[src/rtl/gpio_port_pkg.sv]
package gpio_port_pkg;

  typedef enum logic [2:0] {
    SEL_LATCH = 3'd0,
    SEL_DRIVE = 3'd1,
    SEL_DIR   = 3'd2,
    SEL_ALT   = 3'd3,
    SEL_NONE  = 3'd4
  } reg_sel_e;

  // Source boost goes to odd pins, sink boost to even pins.
  function automatic logic pin_is_odd(input int idx);
    return (idx % 2) == 1;
  endfunction

  // High drive is enabled by a cleared drive bit.
  function automatic logic high_drive_on(input logic drv_bit);
    return !drv_bit;
  endfunction

  // Output enable from register state, or from the peripheral when selected.
  function automatic logic pick_oe(input logic sel, input logic dir_bit,
                                   input logic per_oe);
    return sel ? per_oe : !dir_bit;
  endfunction

  function automatic logic pick_val(input logic sel, input logic lat_bit,
                                    input logic per_val);
    return sel ? per_val : lat_bit;
  endfunction

endpackage

[src/rtl/gpio_sync.sv]
module gpio_sync #(
  parameter int             W       = 8,
  parameter int             STAGES  = 2,
  parameter logic [W-1:0]   RST_VAL = '1
) (
  input  logic         clk,
  input  logic         rst_n,
  input  logic [W-1:0] d,
  output logic [W-1:0] q
);

  logic [W-1:0] stage_q [STAGES];

  always_ff @(posedge clk or negedge rst_n) begin
    if (!rst_n) begin
      for (int k = 0; k < STAGES; k++) stage_q[k] <= RST_VAL;
    end else begin
      stage_q[0] <= d;
      for (int k = 1; k < STAGES; k++) stage_q[k] <= stage_q[k-1];
    end
  end

  assign q = stage_q[STAGES-1];

endmodule

[src/rtl/gpio_regs.sv]
module gpio_regs
  import gpio_port_pkg::*;
#(
  parameter int           W        = 8,
  parameter int           AW       = 8,
  parameter logic [AW-1:0] A_LATCH = 8'h80,
  parameter logic [AW-1:0] A_DRIVE = 8'h93,
  parameter logic [AW-1:0] A_DIR   = 8'h94,
  parameter logic [AW-1:0] A_ALT   = 8'h95,
  parameter logic [W-1:0] RV_LATCH = '1,
  parameter logic [W-1:0] RV_DRIVE = '0,
  parameter logic [W-1:0] RV_DIR   = '1,
  parameter logic [W-1:0] RV_ALT   = '0
) (
  input  logic          clk,
  input  logic          rst_n,
  input  logic [AW-1:0] addr,
  input  logic          wr,
  input  logic [W-1:0]  wdata,
  input  logic [W-1:0]  pin_sync,
  output logic [W-1:0]  rdata,
  output logic [W-1:0]  lat_q,
  output logic [W-1:0]  drv_q,
  output logic [W-1:0]  dir_q,
  output logic [W-1:0]  alt_q,
  output reg_sel_e      sel,
  output logic          unmapped
);

  always_comb begin
    if (addr == A_LATCH)      sel = SEL_LATCH;
    else if (addr == A_DRIVE) sel = SEL_DRIVE;
    else if (addr == A_DIR)   sel = SEL_DIR;
    else if (addr == A_ALT)   sel = SEL_ALT;
    else                      sel = SEL_NONE;
  end

  assign unmapped = (sel == SEL_NONE);

  logic wr_lat, wr_drv, wr_dir, wr_alt;
  assign wr_lat = wr && (sel == SEL_LATCH);
  assign wr_drv = wr && (sel == SEL_DRIVE);
  assign wr_dir = wr && (sel == SEL_DIR);
  assign wr_alt = wr && (sel == SEL_ALT);

  always_ff @(posedge clk or negedge rst_n) begin
    if (!rst_n) begin
      lat_q <= RV_LATCH;
      drv_q <= RV_DRIVE;
      dir_q <= RV_DIR;
      alt_q <= RV_ALT;
    end else begin
      if (wr_lat) lat_q <= wdata;
      if (wr_drv) drv_q <= wdata;
      if (wr_dir) dir_q <= wdata;
      if (wr_alt) alt_q <= wdata;
    end
  end

  always_comb begin
    unique case (sel)
      SEL_LATCH: rdata = pin_sync;
      SEL_DRIVE: rdata = drv_q;
      SEL_DIR:   rdata = dir_q;
      SEL_ALT:   rdata = alt_q;
      default:   rdata = '0;
    endcase
  end

endmodule

[src/rtl/gpio_pin_mux.sv]
module gpio_pin_mux
  import gpio_port_pkg::*;
#(
  parameter int W = 8
) (
  input  logic [W-1:0] lat,
  input  logic [W-1:0] drv,
  input  logic [W-1:0] dir,
  input  logic [W-1:0] alt_sel,
  input  logic [W-1:0] per_val,
  input  logic [W-1:0] per_oe,
  output logic [W-1:0] oe,
  output logic [W-1:0] val,
  output logic [W-1:0] src_boost,
  output logic [W-1:0] sink_boost
);

  for (genvar i = 0; i < W; i++) begin : g_pin
    logic hd;
    assign oe[i]  = pick_oe(alt_sel[i], dir[i], per_oe[i]);
    assign val[i] = pick_val(alt_sel[i], lat[i], per_val[i]);
    assign hd     = high_drive_on(drv[i]);
    if (pin_is_odd(i)) begin : g_odd
      assign src_boost[i]  = hd;
      assign sink_boost[i] = 1'b0;
    end else begin : g_even
      assign src_boost[i]  = 1'b0;
      assign sink_boost[i] = hd;
    end
  end

endmodule

[src/rtl/gpio_port_ctl.sv]
module gpio_port_ctl
  import gpio_port_pkg::*;
#(
  parameter int            W          = 8,
  parameter int            AW         = 8,
  parameter int            SYNC_DEPTH = 2,
  parameter logic [AW-1:0] A_LATCH    = 8'h80,
  parameter logic [AW-1:0] A_DRIVE    = 8'h93,
  parameter logic [AW-1:0] A_DIR      = 8'h94,
  parameter logic [AW-1:0] A_ALT      = 8'h95
) (
  input  logic          clk,
  input  logic          rst_n,
  input  logic [AW-1:0] bus_addr,
  input  logic          bus_wr,
  input  logic [W-1:0]  bus_wdata,
  output logic [W-1:0]  bus_rdata,
  input  logic [W-1:0]  pad_in,
  output logic [W-1:0]  pad_oe,
  output logic [W-1:0]  pad_out,
  output logic [W-1:0]  pad_src_boost,
  output logic [W-1:0]  pad_sink_boost,
  input  logic [W-1:0]  alt_out,
  input  logic [W-1:0]  alt_oe,
  output logic [W-1:0]  alt_in
);

  // Named internal state, visible to the bound checker.
  logic [W-1:0] pin_sync;
  logic [W-1:0] lat_q, drv_q, dir_q, alt_q;
  reg_sel_e     sel;
  logic         unmapped;

  gpio_sync #(.W(W), .STAGES(SYNC_DEPTH), .RST_VAL('1)) u_sync (
    .clk   (clk),
    .rst_n (rst_n),
    .d     (pad_in),
    .q     (pin_sync)
  );

  gpio_regs #(
    .W(W), .AW(AW),
    .A_LATCH(A_LATCH), .A_DRIVE(A_DRIVE), .A_DIR(A_DIR), .A_ALT(A_ALT)
  ) u_regs (
    .clk      (clk),
    .rst_n    (rst_n),
    .addr     (bus_addr),
    .wr       (bus_wr),
    .wdata    (bus_wdata),
    .pin_sync (pin_sync),
    .rdata    (bus_rdata),
    .lat_q    (lat_q),
    .drv_q    (drv_q),
    .dir_q    (dir_q),
    .alt_q    (alt_q),
    .sel      (sel),
    .unmapped (unmapped)
  );

  gpio_pin_mux #(.W(W)) u_mux (
    .lat        (lat_q),
    .drv        (drv_q),
    .dir        (dir_q),
    .alt_sel    (alt_q),
    .per_val    (alt_out),
    .per_oe     (alt_oe),
    .oe         (pad_oe),
    .val        (pad_out),
    .src_boost  (pad_src_boost),
    .sink_boost (pad_sink_boost)
  );

  assign alt_in = pin_sync;

endmodule

[config.mk]
export PLATFORM = sky130hd
export DESIGN_NAME = gpio_port_ctl
export DESIGN_NICKNAME = d
export VERILOG_FILES = /design/src/rtl/gpio_port_pkg.sv /design/src/rtl/gpio_sync.sv /design/src/rtl/gpio_regs.sv /design/src/rtl/gpio_pin_mux.sv /design/src/rtl/gpio_port_ctl.sv
export SDC_FILE = /design/constraint.sdc
export NUM_CORES = 1
export LEC_CHECK = 0
export CAP_MARGIN = 20
export CORE_MARGIN = 5
export CORE_UTILIZATION = 47
export DETAILED_ROUTE_END_ITERATION = 12
export HOLD_SLACK_MARGIN = 0.05
export PLACE_DENSITY = 0.86
export SLEW_MARGIN = 20
export SYNTH_ARGS = -nofsm -noshare
export SYNTH_HDL_FRONTEND = slang
export SYNTH_SLANG_ARGS = --single-unit
[constraint.sdc]
create_clock -name clk -period 2.8 [get_ports clk]
set_input_delay 0.56 -clock clk [delete_from_list [all_inputs] [get_ports clk]]
set_output_delay 0.56 -clock clk [all_outputs]
set_load 0.01 [all_outputs]
# After elaboration in Yosys (flattened, before gate mapping)
# Cells that the tools add are included.
# Widths: inputs -> output; s select.
[word_totals]
register_bits = 48
latchBits = 0
mem_bits_rw = 0
mem_bits_ro = 0
in_bits = 43
out_inout_bits = 48
wordCells = 55
n_memories = 0
[classes]
n_addsub = 0
mul = 0
n_div = 0
n_lt_le_gt_ge = 0
n_eq_ne = 7
shift = 0
muxes = 21
bitwise_logic = 0
reduce_logical = 21
[ops]
columns = ["op", "count"]
rows = [
  ["$eq 8x8->1 const B", 4],
  ["$pmux 8 s4", 1],
  ["$logic_not 1->1", 16],
  ["$mux 1", 16],
  ["$mux 3", 4],
  ["$eq 3x2->1 const B", 2],
  ["$logic_and 1x1->1", 4],
  ["$eq 3x1->1 const B", 1],
  ["$logic_not 3->1", 1],
]

# Longest topological paths before layout
[depth]
depth_word = 7
ltp_mapped = 6
depth_no_buf = 4

# Cells and area by module
# A second synthesis with hierarchy kept.
[hier_totals]
hier_cells = 189
area_unflattened_um2 = 2382.3
[by_module_without_submodules]
columns = ["module", "n_inst", "cells_each", "area_each_um2", "seq_area_each_um2"]
rows = [
  ["gpio_regs", 1, 116, 1557.7, 820.8],
  ["gpio_sync", 1, 24, 480.5, 420.4],
  ["gpio_pin_mux", 1, 49, 344.1, 0.0],
]

# Worst setup path before layout
# Ideal clock, no wire load.
[synth_path]
path_kind = "input port to flip-flop"
from = "input port bus_addr[6]"
to = "register u_regs.alt_q[0]"
setup_time_ns = 0.125
arrival_ns = 2.202
required_time_ns = 2.675
slack_ns = 0.473
path_stages = 5
path_buffers = 1
cell_sequence = "nand4bb_1 -> or4b_1 -> buf_2 -> nor3_2 -> mux2_2"
[synth_via]
elab_chain_len = 7
elab_cells_between_ends = 10
cone_classes = "eq/ne (5); mux (4); reduce/logical (1)"
[synth_lines]
columns = ["item", "line", "text"]
rows = [
  ["start, declared", "gpio_port_ctl.sv:14", "input logic [AW-1:0] bus_addr,"],
  ["$eq 8x8->1", "gpio_regs.sv:34", "else if (addr == A_ALT) sel = SEL_ALT;"],
  ["$mux 3", "gpio_regs.sv:34", ""],
  ["$mux 3", "gpio_regs.sv:33", "else if (addr == A_DIR) sel = SEL_DIR;"],
  ["$mux 3", "gpio_regs.sv:32", "else if (addr == A_DRIVE) sel = SEL_DRIVE;"],
  ["$mux 3 (*)", "gpio_regs.sv:31", "if (addr == A_LATCH) sel = SEL_LATCH;"],
  ["$eq 3x2->1 (*)", "gpio_regs.sv:44", "assign wr_alt = wr && (sel == SEL_ALT);"],
  ["$logic_and 1x1->1 (*)", "gpio_regs.sv:44", ""],
  ["end signal, assigned", "gpio_regs.sv:56", "if (wr_alt) alt_q <= wdata;"],
  ["end, declared", "gpio_regs.sv:25", "output logic [W-1:0] alt_q,"],
]
# Every way passes the cells marked *; elsewhere a longest branch is shown, timed or not.
# A chain may end at the register's enable or synchronous reset.

# Worst setup path in the final report
[layout_path]
from = "input port bus_addr[4]"
to = "output port bus_rdata[3]"
[layout_via]
elab_chain_len = 7
elab_cells_between_ends = 13
cone_classes = "eq/ne (7); mux (5); reduce/logical (1)"
[layout_lines]
columns = ["item", "line", "text"]
rows = [
  ["$eq 8x8->1", "gpio_regs.sv:34", ""],
  ["$mux 3", "gpio_regs.sv:34", ""],
  ["$mux 3", "gpio_regs.sv:33", ""],
  ["$mux 3", "gpio_regs.sv:32", ""],
  ["$mux 3 (*)", "gpio_regs.sv:31", ""],
  ["$eq 3x2->1, or another cell as far along", "gpio_regs.sv:61", "unique case (sel)"],
  ["$pmux 8 s4 (*)", "gpio_regs.sv:61", ""],
  ["end, declared", "gpio_port_ctl.sv:17", "output logic [W-1:0] bus_rdata,"],
]
# Marked as above.

==> run_results.csv <==
group,metric,value,unit
status,outcome,"completed",
synth,yosys-top-cells-area,"dfstp_2, dfrtp_1, mux2_2, buf_4, mux2_4",
clock_network,cts_hold_buffers,0,
power,ir_drop,429,uV
synth,ys_async_sr_fraction,100,%
detailed_routing,drt_wl_total,5500,um
worst_setup_path,start_kind,"input port",
detailed_routing,drt_pre_antenna_iters,3,
flow_run,drv_cap,0,
sta,fin_crit,2.73,ns
layout,final_core_util,67.8,%
power,static-leakage-power,1.43,nW
die,fp.dieW,80.2,um
detailed_routing,dr_total_vias,1630,
worst_setup_path,required,2.24,ns
die,num_rows,25,
sta,finalSetupTns,0,ns
power,pwr-share-clk,27.6,%
sta,tightestPinTransition,0.891,ns
placed_design,dpl.hpwl,4170,um
synth,yosys_register_bits,48,
synth,synth_top_area_share,36.3,%
clock_network,insertion_delay,0.30,ns
detailed_routing,avgViaCountPerCell,4.91,
synth,synth_cell_type_count,24,
worst_setup_path,crit_buf_inv,3,
synth,yosysWarnings,0,
sta,rsz0062_at_grt,"true",
grt,antenna_found_initial,0,
clock_network,clock_path_buffers,2,
synth,avgSynthCellArea,12.9,sq um
clock_network,cts_root_buf,"clkbuf_8",
layout,seq_area,0.00124,sq mm
power,power_density,427,mW/mm^2
grt,grtUsageTotal,18.2,%
worst_setup_path,crit_type,"input port to output port",
synth,seq_area_frac_synth,53.7,%
detailed_routing,ant_nets,0,
synth,synth_fa_ha_area_share,0,%
worst_setup_path,path_delay_family,"buffers and inverters",
power,p_int,1.06,mW
worst_setup_path,end_kind,"output port",
power,comb_power_share,16.5,%
synth,synth_top_family_by_area,"multiplexers",
grt,grt_pass1_vias,1725,
placed_design,place_congestion,0.759,
clock_network,path_clk_slew,0.08,ns
sta,fin_crit_sh,97.3,%
sta,relSlewSlack,40.6,%
placed_design,port_buffers,82,
detailed_routing,drcViolationCount,0,
die,die-height,80.2,um
min_path,hold_class,"flop to flop",
worst_setup_path,cp.arrival,2.17,ns
die,start_util,48.7,%
sta,drv_slew,0,
layout,fill_cells,378,
synth,synth_xor_area_share,0.379,%
power,net-switching-power,0.316,mW
synth,synth_compound_area_share,6.06,%
layout,final_nets,308,
detailed_routing,wl_per_cell,16.6,um
sta,fmax,0.367,GHz
worst_setup_path,slowest_stage,"clkdlybuf4s50_1",
layout,n_antenna_cell,0,
worst_setup_path,critPathMaxStageDelay,0.50,ns
die,coreArea,0.00475,sq mm
worst_setup_path,crit_chain,"clkdlybuf4s50_1, nand4bb_1, or4b_1, buf_6, o21ai_1, buf_2",
die,top_level_ports,91,
die,fp.dieArea,0.00643,sq mm
detailed_routing,drt-initial-drc-count,30,
clock_network,cts_buffers,5,
synth,yosysTopAreaCell,"dfstp_2",
clock_network,clkSinkCount,48,
clock_network,htree_num_levels,2,
synth,synth_simple_gate_area_share,5.25,%
synth,syn_area,0.00231,sq mm
grt,grt_pass1_wl,8740,um
synth,synthTopCellsByCount,"dfstp_2, mux2_2, buf_4",
sta,finClkSkew,0.00312,ns
synth,yosys-mux-area-fraction,24.2,%
sta,setup_violations,0,
grt,grt_max_degree,43,
grt,globalRouteOverflowTotal,0,
layout,syn2layout_area_growth,39.4,%
layout,drive_gt1_share,40.8,%
synth,synth-edff-count,0,
synth,synthFlopType,"dfstp_2",
sta,hold_viol,0,
clock_network,cts_tree,"done",
power,pwr-share-seq,55.9,%
synth,syn_inst,179,
worst_setup_path,crit_path_max_fanout,10,
power,swShare,23.0,%
layout,multi_input_area,873,sq um
## stage by stage
stage	area, sq um	std cells	hold slack (ns)	setup WS [ns]	power [mW]
2_1_floorplan	2340	186	0.264	0.473	0.872
3_3_place_gp	3160	324	0.345	-0.376	1.00
3_5_place_dp	3160	324	0.347	-0.428	1.01
4_1_cts	3210	332	0.356	0.0464	1.39
5_1_grt	3220	332	0.358	-0.00882	1.45
6_report	3220	332	0.356	0.0747	1.38
## final cells by class
cell class              instances  area share [%]
repair buffers                100            28.4
well taps                      67            2.60
multi-input cells             101            27.1
clock inverters                 1           0.155
flip-flops and latches         48            38.5
clock buffers                   6            2.25
inverters                       9            1.05
## power by group through the flow
stage                     Sequential, mW  Clock [mW]  Combinational (mW)
after detailed placement           0.780           0               0.226
after CTS                          0.769       0.397               0.228
final                              0.769       0.380               0.226
after floorplan                    0.773           0              0.0986
after global placement             0.778           0               0.222
after global routing               0.775       0.427               0.243
## worst paths after layout
kind                                                 to  cells after the start  slack, ns                         start
max in group asynchronous  u_sync.stage_q[13]$_DFF_PN1_                      2       1.69                         rst_n
setup / recovery                           bus_rdata[3]                      6       0.07                   bus_addr[4]
hold / removal                    u_sync.q[7]$_DFF_PN1_                      0       0.36  u_sync.stage_q[15]$_DFF_PN1_
setup reg to reg            u_regs.alt_q[1]$_DFFE_PN0P_                      1       1.96   u_regs.alt_q[1]$_DFFE_PN0P_
hold reg to reg                   u_sync.q[7]$_DFF_PN1_                      0       0.36  u_sync.stage_q[15]$_DFF_PN1_
min in group asynchronous   u_regs.alt_q[4]$_DFFE_PN0P_                      1       0.38                         rst_n
## cell families (layout without fill, tap and decap cells)
family          after synthesis  in the layout
flops                        48             48
xor+xnor                      1              1
simple gates                 20             20
compound gates               24             24
mux                          48             48
other cells                   1              8
buf+inv                      37            116
## state kept, by name (all words and copies together), names as in the netlist
name and count:
u_regs.alt_q 8, u_regs.dir_q 8, u_regs.drv_q 8, u_regs.lat_q 8, u_sync.q 8, u_sync.stage_q 8
## layer usage
metal / share of wire [%] / vias up / track usage, % / routed length [um]
met1: 41 / 800 / 22.5 / 2270
met5: 0 / - / 0 / 0
met4: 1.0 / 0 / 4.05 / 55
met3: 7.6 / 6 / 5.61 / 420
li1: - / 766 / - / -
met2: 50 / 58 / 31.0 / 2750
## placed cells by master, fill, tap and decap left out, types with 8 or more instances in the layout
cell and instances:
buf_2 9, mux2i_1 8, mux2_2 32, dfstp_2 32, mux2_4 8, conb_1 8
buf_4 17, a22oi_1 8, nand2_1 11, dfrtp_1 16, o21ai_0 9, clkdlybuf4s50_1 73
inv_1 9
## timing repair
action / in CTS / in global routing
cloned: 0 / 0
pin swaps: 1 / 1
endpoints found under the setup margin: 8 / 7
setup buffers: 1 / 0
gates resized for setup: 37 / 6
(Power assumes the default switching activity.)
